`src/rtl/wb_merge_log.sv`:
```
module wb_merge_log #(
  parameter int DATA_W      = 16,
  parameter int ADDR_W      = 5,
  parameter int SLOTS       = 4,
  parameter int ACC_LO_BASE = 24,
  parameter int ACC_MI_BASE = 26,
  parameter int ACC_HI_BASE = 28
) (
  input  logic                     clk,
  input  logic                     rst_n,
  input  logic                     log_we,
  input  logic [$clog2(SLOTS)-1:0] log_slot,
  input  logic [ADDR_W-1:0]        log_idx,
  input  logic [DATA_W-1:0]        log_val,
  input  logic                     clr_req,
  input  logic                     clr_keep,
  input  logic                     clr_acc,
  input  logic                     apply_req,
  input  logic [DATA_W-1:0]        rf_rdata,
  output logic [ADDR_W-1:0]        rf_raddr,
  output logic                     rf_we,
  output logic [ADDR_W-1:0]        rf_waddr,
  output logic [DATA_W-1:0]        rf_wdata,
  output logic                     busy
);
  localparam int SLOT_W = $clog2(SLOTS);
  localparam logic [SLOT_W-1:0] LAST = SLOT_W'(SLOTS - 1);

  typedef enum logic [1:0] {IDLE, CLEAR, APPLY} mode_t;

  mode_t              mode;
  logic [SLOT_W-1:0]  ptr;
  logic               keep_q;
  logic               acc_q;
  logic [SLOTS-1:0]   vld;
  logic [ADDR_W-1:0]  idx [SLOTS];
  logic [DATA_W-1:0]  val [SLOTS];

  function automatic logic hit_acc(input logic [ADDR_W-1:0] a, input logic sel);
    logic [ADDR_W-1:0] o;
    o = ADDR_W'(sel);
    return (a == ADDR_W'(ACC_LO_BASE) + o) ||
           (a == ADDR_W'(ACC_MI_BASE) + o) ||
           (a == ADDR_W'(ACC_HI_BASE) + o);
  endfunction

  logic [SLOT_W-1:0] ptr_inc;
  logic              nxt_vld;
  logic              skip;

  assign ptr_inc = ptr + 1'b1;
  assign nxt_vld = (ptr != LAST) && vld[ptr_inc];
  assign skip    = keep_q && hit_acc(idx[ptr], acc_q);

  assign busy     = (mode != IDLE);
  assign rf_raddr = idx[ptr];
  assign rf_waddr = idx[ptr];
  assign rf_we    = (mode == APPLY) || ((mode == CLEAR) && !skip);
  assign rf_wdata = (mode == APPLY) ? (rf_rdata | val[ptr]) : '0;

  always_ff @(posedge clk or negedge rst_n) begin
    if (!rst_n) begin
      vld <= '0;
      for (int s = 0; s < SLOTS; s++) begin
        idx[s] <= '0;
        val[s] <= '0;
      end
    end else begin
      for (int s = 0; s < SLOTS; s++) begin
        if (mode == IDLE && log_we && log_slot == SLOT_W'(s)) begin
          vld[s] <= 1'b1;
          idx[s] <= log_idx;
          val[s] <= log_val;
        end else if (mode == APPLY && ptr == SLOT_W'(s)) begin
          vld[s] <= 1'b0;
        end
      end
    end
  end

  always_ff @(posedge clk or negedge rst_n) begin
    if (!rst_n) begin
      mode   <= IDLE;
      ptr    <= '0;
      keep_q <= 1'b0;
      acc_q  <= 1'b0;
    end else if (mode == IDLE) begin
      if (vld[0] && (clr_req || apply_req)) begin
        mode   <= clr_req ? CLEAR : APPLY;
        ptr    <= '0;
        keep_q <= clr_keep;
        acc_q  <= clr_acc;
      end
    end else if (nxt_vld) begin
      ptr <= ptr_inc;
    end else begin
      mode <= IDLE;
      ptr  <= '0;
    end
  end
endmodule

```
`config.mk`:
```
export PLATFORM = sky130hd
export DESIGN_NAME = wb_merge_log
export DESIGN_NICKNAME = d
export VERILOG_FILES = /design/src/rtl/wb_merge_log.sv
export SDC_FILE = /design/constraint.sdc
export NUM_CORES = 1
export LEC_CHECK = 0
export ABC_AREA = 1
export ABC_CLOCK_PERIOD_IN_PS = 1930
export BUFFER_PORTS_ARGS = -buffer_cell sky130_fd_sc_hd__buf_4
export CORE_MARGIN = 5
export CORE_UTILIZATION = 40
export DETAILED_ROUTE_END_ITERATION = 7
export PLACE_DENSITY_LB_ADDON = 0.1
export SETUP_SLACK_MARGIN = 0.02
export SYNTH_ARGS = -nofsm -noshare
export SYNTH_HDL_FRONTEND = slang
export SYNTH_SLANG_ARGS = --single-unit
export TNS_END_PERCENT = 20
```
`constraint.sdc`:
```
create_clock -name clk -period 1.93 [get_ports clk]
set_input_delay 0.579 -clock clk [delete_from_list [all_inputs] [get_ports clk]]
set_output_delay 0.579 -clock clk [all_outputs]
set_load 0.01 [all_outputs]
```
==> Word level (Yosys, flattened, before mapping) <==
Index checks and enable logic that the tools add are counted.
{ "totals": {"register_bits": 94, "input_bits": 46, "output_inout_bits": 28, "wordCells": 90} }
{ "op_classes": {"add_sub_neg": 4, "magnitude_cmp": 2, "n_eq_ne": 14, "muxes": 24, "n_bitwise": 2, "reduce_logical": 28} }
{ "op_table": {"columns": ["operator", "n"], "rows": [
  ["16-bit two-way mux", 3],
  ["16-bit binary-select mux with 2-bit select", 1],
  ["16-bit bitwise OR", 1],
  ["5-bit equality test", 3],
  ["2-bit two-way mux", 7],
  ["1-bit logical AND", 13],
  ["4-bit by 2-bit adder with 5-bit output, first input constant", 2],
  ["5-bit binary-select mux with 2-bit select", 1],
  ["2-bit equality test, second input constant", 5],
  ["5-bit two-way mux", 2],
  ["2-bit nonzero test", 5],
  ["1-bit two-way mux", 9],
  ["2-bit by 1-bit equality test with 1-bit output, second input constant", 3],
  ["2-bit logical NOT", 3],
  ["3-bit by 2-bit adder with 4-bit output, first input constant", 1],
  ["1-bit logical OR", 4],
  ["2-bit by 1-bit != test with 1-bit output, second input constant", 2],
  ["2-bit AND reduction", 2],
  ["3-bit >= comparator, second input constant", 1],
  ["2-bit by 3-bit < comparator with 1-bit output, second input constant", 1],
  ["2-bit NOT with 3-bit output", 1],
  ["2-bit by 1-bit adder with 2-bit output, second input constant", 1],
  ["1-bit binary-select mux with 2-bit select", 1],
  ["2-bit != test, second input constant", 1],
  ["1-bit logical NOT", 1]
]} }

==> Longest topological paths before layout <==
Gate-level depths: netlist (run 1).
{ "logic_depth": {"depth_word": 11, "depth_mapped": 12, "depth_no_buf": 10} }

==> Least setup slack after synthesis (run 1) <==
OpenSTA, ideal clock, no wires.
{ "synth_path": {"path_kind": "reg-to-output", "startpoint": "register ptr[0]", "endpoint": "output port rf_we", "arrival_ns": 1.297, "required_time_ns": 1.351, "slack_ns": 0.054, "stages_incl_launch_ff": 10, "n_path_buf": 2, "cell_sequence": "dfrtp_1 -> buf_4 -> buf_4 -> o21ai_0 -> nand2_1 -> nand2_1 -> nand2_1 -> nand3_1 -> nand2_1 -> nand2_1"} }
{ "synth_via": {"elab_chain_len": 11, "word_cells_on_any_way": 13, "cone_classes": "eq/ne (3); mux (3); bitwise (1); reduce/logical (6)"} }
{ "synth_lines": {"columns": ["element", "line", "source"], "rows": [
  ["from (decl)", "32", "logic [SLOT_W-1:0] ptr;"],
  ["from (signal assigned)", "95", "ptr <= ptr_inc;"],
  ["2-bit NOT with 3-bit output (*)", null, null],
  ["5-bit binary-select mux with 2-bit select (*)", null, null],
  ["5-bit two-way mux (*) (2 in a row)", null, null],
  ["via rf_raddr[1]", "20", "output logic [ADDR_W-1:0] rf_raddr,"],
  ["5-bit equality test (on tied branches)", "42, 43", null],
  ["1-bit logical OR", "42", "return (a == ADDR_W'(ACC_LO_BASE) + o) ||"],
  ["1-bit logical OR (*)", "43", "(a == ADDR_W'(ACC_MI_BASE) + o) ||"],
  ["1-bit logical AND (*)", "53", "assign skip = keep_q && hit_acc(idx[ptr], acc_q);"],
  ["1-bit logical NOT (*)", "58", "assign rf_we = (mode == APPLY) || ((mode == CLEAR) && !skip);"],
  ["1-bit logical AND (*)", "58", null],
  ["1-bit logical OR (*)", "58", null],
  ["to (decl)", "21", "output logic rf_we,"]
]} }
Mark *: on every way through the listed nets, which the timed path passes. The rest lies on a longest branch. The select of a mux whose other input is x is not followed.

==> Worst setup path after layout (run 1) <==
{ "layout_path": {"startpoint": "register ptr[0]", "endpoint": "output port rf_wdata[11]"} }
{ "layout_via": {"elab_chain_len": 6} }
{ "layout_lines": {"columns": ["element", "line", "source"], "rows": [
  ["2-bit NOT with 3-bit output (not written as such)", "59", "assign rf_wdata = (mode == APPLY) ? (rf_rdata | val[ptr]) : '0;"],
  ["16-bit binary-select mux with 2-bit select", "59", null],
  ["16-bit two-way mux (not written as such) (2 in a row)", "59", null],
  ["16-bit bitwise OR", "59", null],
  ["16-bit two-way mux", "59", null],
  ["to (decl)", "23", "output logic [DATA_W-1:0] rf_wdata,"]
]} }
No other way between the ends. The select of a mux whose other input is x is not followed.

==> results by group, run 1 <==
Worst setup path
  • Critical Path End Type: output pin
  • Reg2reg end: ptr[0]
  • Crit path cell chain: buf_6 -> bufbuf_16 -> o21ai_4 -> o22ai_2 -> o21ai_1 -> inv_1 -> buf_4
  • Worst Setup Path Type: reg -> out
  • R2R cell count: 9
  • Crit path required time: 1350 ps
  • R2r setup slk: 10 ps
  • Worst r2r src: ptr[0]
  • Worst path arrival time: 1730 ps
  • Setup crit end: rf_wdata[11]
  • Crit path max-delay cell type: dfrtp_1
  • Max incr delay on CP: 420 ps
  • Setup crit start kind: flip-flop
  • Max Fanout on Critical Path: 5
  • CP Launch Point: ptr[0]

CTS
  • Hold buffers post-CTS: 0
  • TritonCTS clock tree: yes
  • H-tree depth: 3
  • Skew-Pair Late Insertion Delay: roughly 340 ps
  • # clock sinks: 94
  • Clk slew on worst S/H paths: 60 ps
  • Root buffer cell: clkbuf_16
  • CTS Buffer Depth: 2
  • TritonCTS Buffers: 9

Floorplan
  • CORE AREA: 11320 µm²
  • Starting density of the core: 40.41%
  • # IOs: 74
  • Die Ht: 116.9 µm
  • Row Count: 39
  • Die area: approximately 14000 µm²
  • DIE WIDTH: 116.9 µm

Drt
  • Via density: 4.966
  • WL/cell: 14.98 µm
  • Metal3 WL: 489 µm
  • Routed wire length: 11350 µm
  • Met2 Wirelength: 5487 µm
  • Post-DRT Antenna Nets: 0
  • DR pass1 iterations: 4
  • DRC: 0
  • Via Count: about 3800
  • Initial DRC count: ~150
  • Met1 WL: roughly 5100 µm
  • Top sig layer: met4

Synth
  • Top cell type's share of synthesized area: 51.42%
  • Post-Synthesis Cells: 536
  • Synth area leaders: dfrtp_1, o21ai_0, nand2_1
  • Syn_nets: slightly below 600
  • EDFF count, synth: 0
  • Ys async rst share: between 90% and 100%
  • Synth area leader: dfrtp_1
  • Yosys reg bits: between 90 and 100
  • Syn. warnings: 0
  • Register area share after synthesis: 51.42%
  • Prevailing post-synth register cell: dfrtp_1
  • Synth Area per Inst: 8.534 µm²
  • Synth cell types: 26
  • Synth Cell Area: ~4600 µm²

Cells and area
  • Syn-to-layout area delta: 29.46%
  • Fill cells: 1099
  • Ant. Diodes: 0
  • Nets: 660
  • Share of layout cells above drive strength 1: 29.59%

Power
  • P_leak: roughly 3.0 nW
  • Max VDD drop: 691.8 µV
  • Tot Pwr: 0.009761 W
  • PwrDens: 1648 nW/µm²

Global route
  • Gr usage total: roughly 18%
  • First-pass GRT wire length: 18710 µm
  • Initial antenna violation count: 0
  • Largest net degree at the start of global routing: 50
  • Total grt overflow: 0
  • Vias in the first global route: 3818

STA
  • Final-report setup violation count: 27
  • RSZ-0062 raised after global routing: yes
  • Final period utilization: 119.6%
  • Slew Viols, Final: 0
  • Hold Vio Cnt, Final: 0
  • Fin worst setup slack: -378.6 ps
  • Fmax: 433.2 MHz
  • Final worst path period need: 2309 ps
  • Worst Tran Pin Value: 485.8 ps
  • Slew margin rel.: 67.58%
  • Clock Skew: 4.000 ps

Outcome
  • Failing checks: negative setup slack
  • Outcome: finished, violations left

Placement
  • Port buffer count: 73
  • Place WS: -11.19 ps
  • RD Place Congestion: about 0.8
  • Hpwl dp: 7119 µm

Job
  • Max_cap viols: 0

Worst hold path
  • Hold Path Class: in -> async
[cells in the final DEF, fill, tap and decap left out]
| master | Yosys | final |
|---|---|---|
| o21ai_1 | 26 | 49 |
| nor2_8 | 1 | 1 |
| clkbuf_1 | 8 | 1 |
| inv_1 | 52 | 50 |
| ha_1 | 4 | 4 |
| o211ai_1 | 3 | 3 |
| nand2_1 | 124 | 112 |
| bufbuf_16 | 0 | 2 |
| buf_12 | 0 | 9 |
| clkbuf_8 | 0 | 1 |
| inv_2 | 1 | 2 |
| and2_4 | 0 | 1 |
| o21ai_2 | 20 | 25 |
| o22ai_2 | 0 | 4 |
| nand3_1 | 12 | 5 |
| nor2_4 | 1 | 1 |
| clkbuf_16 | 0 | 9 |
| o21a_1 | 1 | 1 |
| nand3_2 | 0 | 7 |
| o22ai_1 | 17 | 13 |
| nand2_2 | 0 | 10 |
| buf_4 | 10 | 71 |
| o21ai_0 | 94 | 65 |
| nor2_1 | 40 | 34 |
| clkinv_2 | 0 | 5 |
| a21oi_1 | 2 | 2 |
| nand3_4 | 2 | 2 |
| inv_4 | 1 | 2 |
| nand2_4 | 2 | 4 |
| buf_16 | 0 | 2 |
| nor2_2 | 0 | 6 |
| buf_6 | 10 | 16 |
| mux2_2 | 1 | 1 |
| dfrtp_1 | 94 | 94 |
| o21ai_4 | 0 | 1 |
[logic make-up (layout without fill, tap and decap cells)]
kind of cell    after synthesis  after routing  share of synthesized area [%]
fa+ha+maj                     4              4                          1.094
simple gates                183            183                          16.85
buf+inv                      91            170                          10.23
compound gates              163            163                          20.16
flops                        94             94                          51.42
mux                           1              1                         0.2462
[layer usage]
metal	up-vias	track usage [%]
met3	16	2.879
met2	70	28.59
met1	1785	23.67
met5	-	0
li1	1893	-
met4	0	7.875
[power by group]
group / switching, W / internal, W
Combinational: 0.00236 / 0.00230
Clock: 0.000723 / 0.000897
Sequential: 0.000559 / 0.00292
[final cells by class]
type                       count  area, µm²  share of cell area (%)
timing repair buffer         100       1013                   17.11
clock inverter                 5      25.02                  0.4226
sequential                    94       2352                   39.72
inverter                      54      207.7                   3.507
multi-input combinational    351       1902                   32.11
tap                          143      178.9                   3.021
clock buffer                  11      242.7                   4.099
[critical path, delay by kind of cell, from the launching register on]
family                 cells  cell delay [ps]
AO/OA/AOI/OAI              3              350
flip-flops                 1              420
buffers and inverters      4              610
[repair_timing]
action,in CTS,in global routing
setup buffers,3,0
gates resized for setup,69,22
endpoints found under the setup margin,29,31
pin swaps,19,11
cloned,4,0
[Yosys cell counts (2+ instances only)]
library cell  number
nand2_1          124
dfrtp_1           94
o21ai_0           94
inv_1             52
nor2_1            40
o21ai_1           26
o21ai_2           20
o22ai_1           17
nand3_1           12
buf_4             10
buf_6             10
clkbuf_1           8
buf_2              5
clkbuf_2           4
ha_1               4
o211ai_1           3
a21oi_1            2
nand2_4            2
nand3_4            2
[per-stage QoR]
step | util (%) | hold slack, ps | setup TNS, ps | instance area [µm²] | instances
after floorplan | - | 283.4 | 0 | 4574 | 536
after detailed placement | 46.63 | 465.2 | -11.19 | 5279 | 735
final | 52.31 | 141.7 | -7340 | 5922 | 758
after CTS | 51.72 | 157.8 | -7706 | 5856 | 758
after global routing | 52.31 | 174.1 | -10270 | 5922 | 758
after global placement | 46.63 | 460.7 | 0 | 5279 | 735
[state kept, by name, indices dropped and copies added (netlist names)]
| register | cells |
|---|---|
| vld | 4 |
| acc_q | 1 |
| mode | 2 |
| keep_q | 1 |
| val | 64 |
| ptr | 2 |
| idx | 20 |
[worst min-delay path by stage]
stage            start       to  cells after the start
2_1_floorplan    rst_n    acc_q                      0
3_3_place_gp   val[13]  val[13]                      2
3_5_place_dp   val[13]  val[13]                      2
4_1_cts          rst_n   val[2]                      1
5_1_grt          rst_n  val[34]                      1
6_report         rst_n  val[34]                      1
Note: power is estimated with default switching activity, not from simulation.
==> run 2: changes to the inputs <==
SKIP_LAST_GASP = 1   (was default)
==> results by group, run 2 (synthesis gave the netlist of run 1 again) <==
Power
  • PwrDens: 1631 nW/µm²
  • P_leak: 3.003 nW
  • Net Sw Power: 0.003590 W
  • Switching share of power: 37.44%
  • Int Power: 0.005999 W
  • Logic pwr share: between 40% and 50%
  • Reg power frac: 36.3%
  • Tot Pwr: 0.009589 W
  • Max VDD drop: between 600 and 700 µV
  • Clock power frac: 16.9%

Outcome
  • Failing checks: negative setup slack
  • Outcome: finished, violations left

Worst setup path
  • Max Fanout on Critical Path: 5
  • Crit path max-delay cell type: dfrtp_1
  • R2r setup slk: roughly 10 ps
  • Worst path arrival time: 1720 ps
  • R2R cell count: 9
  • Setup crit start kind: flip-flop
  • CP Buf/Inv Count: 4
  • Crit path cell chain: buf_6 -> bufbuf_16 -> o21ai_4 -> o22ai_2 -> o21ai_1 -> inv_1 -> buf_4
  • Critical Path End Type: output pin
  • CP Depth: 7
  • Worst Setup Path Type: reg -> out
  • Delay-heaviest family, CP: buffers and inverters
  • Worst r2r src: ptr[0]
  • Reg2reg end: ptr[0]
  • Max incr delay on CP: 420 ps
  • Crit path required time: 1350 ps

Job
  • Max_cap viols: 0

STA
  • Slew Viols, Final: 0
  • Slew margin rel.: 67.85%
  • Final-report setup violation count: 27
  • Clock Skew: 4.106 ps
  • Hold Vio Cnt, Final: 0
  • Fin worst setup slack: -373.5 ps
  • RSZ-0062 raised after global routing: yes
  • Final worst path period need: around 2300 ps
  • Fmax: roughly 430 MHz
  • Final period utilization: 119.4%
  • Worst Tran Pin Value: 482.3 ps

Drt
  • DR pass1 iterations: 4
  • WL/cell: between 10 and 15 µm
  • Via density: roughly 5
  • DRC: 0
  • Post-DRT Antenna Nets: 0
  • Initial DRC count: 147
  • Routed wire length: 11290 µm
  • Via Count: 3759

Cells and area
  • Layout Cells excl Fill: 758
  • Sequential cell area: 2352 µm²
  • Fill cells: 1101
  • Max reg flops: 64
  • Most frequent cells in the layout: nand2_1, dfrtp_1, buf_4, o21ai_0, inv_1
  • Largest regs: val (64), idx (20), vld (4)
  • Area of the multi-input gates: ~1900 µm²
  • Ant. Diodes: 0
  • Nets: between 600 and 700
  • Share of layout cells above drive strength 1: 28.62%
  • Syn-to-layout area delta: 28.56%
  • Largest reg by FF count: val
  • Utilization after layout: around 52%
  • Commonest non-fill, non-tap cell in the layout: nand2_1

Global route
  • First-pass GRT wire length: 18610 µm
  • Largest net degree at the start of global routing: 50
  • Initial antenna violation count: 0
  • Gr usage total: 17.66%
  • Vias in the first global route: 3806
  • Total grt overflow: 0

CTS
  • # clock sinks: 94
  • Root buffer cell: clkbuf_16
  • TritonCTS clock tree: yes
  • Clk slew on worst S/H paths: 60 ps
  • TritonCTS Buffers: 9
  • H-tree depth: 3
  • Skew-Pair Late Insertion Delay: 340 ps
  • CTS Buffer Depth: 2

Floorplan
  • Row Count: 39
  • Starting density of the core: 40.41%
  • Die Ht: approximately 120 µm
  • Die area: 13680 µm²
  • # IOs: 74
  • DIE WIDTH: about 120 µm
  • CORE AREA: approximately 11000 µm²

Placement
  • RD Place Congestion: 0.7786
  • Hpwl dp: 7119 µm
  • Port buffer count: 73
  • Placed cells: 735

Worst hold path
  • Hold Path Class: in -> async
-- run 2: cell counts in the layout (fill, tap and decap cells not counted) --
No cell type changed its count.
-- run 2: how the worst max path moves through the flow --
stage | from | endpoint | slack, ps
floorplan | ptr[0] | rf_we | 50
global placement | ptr[0] | rf_we | 20
detailed placement | ptr[0] | rf_we | -10
CTS | ptr[0] | rf_wdata[14] | -370
global route | ptr[0] | rf_we | -450
finish | ptr[0] | rf_wdata[11] | -370
-- run 2: cell type report --
class	instances	area share (%)
clock inverters	5	0.4255
clock buffers	11	4.128
multi-input cells	351	32.21
inverters	54	3.532
flip-flops and latches	94	40.00
repair buffers	100	16.66
well taps	143	3.043
-- run 2: repair_timing --
action                                  CTS  global route
endpoints found under the setup margin   29            31
setup buffers                             3             0
cloned                                    4             0
hold buffers                              0             0
pin swaps                                17            10
hold endpoints to repair                  0             0
resized for setup                        54            20
-- run 2: metrics by stage --
step | worst slack [ps] | cell area [µm²] | hold WS (ps) | setup TNS (ps)
2_1_floorplan | 53.78 | 4574 | 283.4 | 0
5_1_grt | -450.5 | 5881 | 174.1 | -10630
4_1_cts | -368.6 | 5827 | 157.8 | -8107
6_report | -373.5 | 5881 | 141.7 | -7595
3_5_place_dp | -11.19 | 5279 | 465.2 | -11.19
3_3_place_gp | 15.60 | 5279 | 460.7 | 0
-- run 2: power groups by stage --
stage,registers (W),logic [W],clock network (W)
after CTS,0.00345,0.00444,0.00167
after detailed placement,0.00345,0.00383,0
final,0.00348,0.00449,0.00162
after global routing,0.00359,0.00505,0.00173
after floorplan,0.00332,0.00262,0
after global placement,0.00344,0.00375,0
-- run 2: layer usage --
metal / wire (µm) / track usage [%] / part of all wire [%]
met1: 5219 / 23.50 / 46
met2: 5441 / 28.52 / 48
met5: 0 / 0 / 0
met4: 208 / 7.875 / 1.8
met3: 419 / 2.879 / 3.7
-- run 2: worst reg2reg max path, stage by stage (launching register included) --
cell and delay [ps]:
dfrtp_1 420, inv_4 140, buf_6 220, buf_4 170
ha_1 250, nor2_1 100, o21ai_0 100, a21oi_1 210
nand3_1 90, o21ai_0 110
==> run 3: changes to the inputs <==
ABC_CLOCK_PERIOD_IN_PS = 2600   (was 1930)
CTS_CLUSTER_DIAMETER = 50   (was default)
clock period = 2.6 ns   (was 1.93 ns; I/O delays follow)
==> results by group, run 3 (synthesis gave the netlist of run 1 again) <==
Outcome
  • Outcome: complete, no violations

Worst setup path
  • Worst r2r src: mode[1]
  • Worst path arrival time: 1700 ps
  • Crit path required time: 1820 ps
  • R2R cell count: 7
  • Critical Path End Type: output pin
  • Max Fanout on Critical Path: 8
  • Worst Setup Path Type: reg -> out
  • Setup crit start kind: flip-flop
  • CP Launch Point: ptr[0]
  • Reg2reg end: idx[8]
  • R2r setup slk: 800 ps
  • Setup crit end: rf_we

Cells and area
  • Utilization after layout: approximately half
  • Most frequent cells in the layout: nand2_1, o21ai_0, dfrtp_1, buf_4, inv_1
  • Commonest non-fill, non-tap cell in the layout: nand2_1
  • Largest regs: val (64), idx (20), vld (4)
  • Syn-to-layout area delta: 21.94%
  • Largest reg by FF count: val
  • Max reg flops: 64
  • Post-route cell area: 5578 µm²
  • Nets: 653
  • Share of layout cells above drive strength 1: 24.01%
  • Fill cells: about 1100
  • Ant. Diodes: 0

Drt
  • WL/cell: ~14 µm
  • DR pass1 iterations: 4
  • Via Count: about 3700
  • Initial DRC count: 179
  • Post-DRT Antenna Nets: 0
  • Via density: 4.864
  • Routed wire length: 10720 µm
  • DRC: 0

STA
  • Clock Skew: 4.176 ps
  • Worst Tran Pin Value: 532.3 ps
  • RSZ-0062 raised after global routing: yes
  • Fin Setup TNS: 0 ps
  • Final worst path period need: 2477 ps
  • Final-report setup violation count: 0
  • Hold Vio Cnt, Final: 0
  • Slew Viols, Final: 0
  • Fmax: 403.8 MHz
  • Slew margin rel.: 64.51%
  • Final period utilization: 95.25%

Placement
  • Port buffer count: 73
  • Hpwl dp: 7116 µm
  • RD Place Congestion: 0.7895
  • Placed inst area: 5166 µm²

Floorplan
  • Die Ht: 116.9 µm
  • Die area: between 10000 and 15000 µm²
  • Starting density of the core: 40.41%
  • DIE WIDTH: 116.9 µm
  • CORE AREA: 11320 µm²
  • # IOs: 74
  • Row Count: 39

CTS
  • H-tree depth: 3
  • TritonCTS Buffers: 9
  • CTS Buffer Depth: 2
  • Clk slew on worst S/H paths: 60 ps
  • Skew-Pair Late Insertion Delay: approximately 330 ps
  • # clock sinks: 94
  • TritonCTS clock tree: yes
  • Root buffer cell: clkbuf_16

Worst hold path
  • Hold Path Class: in -> async

Power
  • P_leak: 2.865 nW
  • Max VDD drop: slightly above 500 µV
  • PwrDens: 1208 nW/µm²

Global route
  • Largest net degree at the start of global routing: 44
  • Initial antenna violation count: 0
  • First-pass GRT wire length: 18020 µm
  • Vias in the first global route: approximately 3600
  • Gr usage total: 16.84%
  • Total grt overflow: 0

Job
  • Max_cap viols: 0
## run 3: worst min-delay path by stage
stage / start / end / slack [ps]
after floorplan: vld[2] / vld[2] / 440
after global placement: val[10] / val[10] / 460
after detailed placement: val[15] / val[15] / 470
after CTS: rst_n / val[18] / 400
after global routing: rst_n / val[18] / 410
final: rst_n / val[18] / 390
## run 3: cell type report
type / count / area (µm²) / area share (%)
clock buffers: 12 / 246.5 / 4.419
clock inverters: 4 / 70.07 / 1.256
inverters: 54 / 207.7 / 3.724
multi-input cells: 351 / 1782 / 31.94
flip-flops and latches: 94 / 2355 / 42.22
well taps: 143 / 178.9 / 3.208
repair buffers: 93 / 738.2 / 13.23
## run 3: through the flow
stage	worst slack [ps]	total power (W)	instances	hold WS, ps
2_1_floorplan	522.8	0.004408	536	443.5
3_5_place_dp	324.1	0.005264	730	465.3
5_1_grt	-8.600	0.007346	751	411.4
3_3_place_gp	361.5	0.005215	730	460.0
4_1_cts	57.07	0.006713	748	397.3
6_report	123.4	0.006737	751	386.6
## run 3: per-layer routing
layer	global-route usage [%]	up-vias	routed length (µm)
li1	-	1876	-
met1	24.54	1700	5134
met2	25.90	73	4999
met3	3.136	4	522
met4	4.587	0	63
met5	0	-	0
## run 3: report_power, final
group          switching, W  leakage [nW]  internal [W]  total [W]
Combinational       0.00153          1.54       0.00126    0.00279
Clock              0.000517         0.157      0.000866    0.00138
Sequential         0.000397          1.16       0.00217    0.00257
## run 3: worst max-delay path, cell delays in order (launching register included)
cell,delay [ps]
dfrtp_2,450
inv_4,110
buf_6,130
nand2_1,60
nand3_2,70
nand2_2,60
nand2_1,50
nand2_1,50
inv_1,40
nand3_1,80
nand2_1,90
nand2_2,60
buf_6,110
## run 3: what timing repair did
| item | CTS | global route |
|---|---|---|
| endpoints found under the hold margin | 0 | 0 |
| gates resized for setup | 2 | 16 |
| setup endpoints to repair | 1 | 4 |
| pin swaps | 0 | 8 |
| setup buffers | 2 | 3 |
| hold buffers | 0 | 0 |
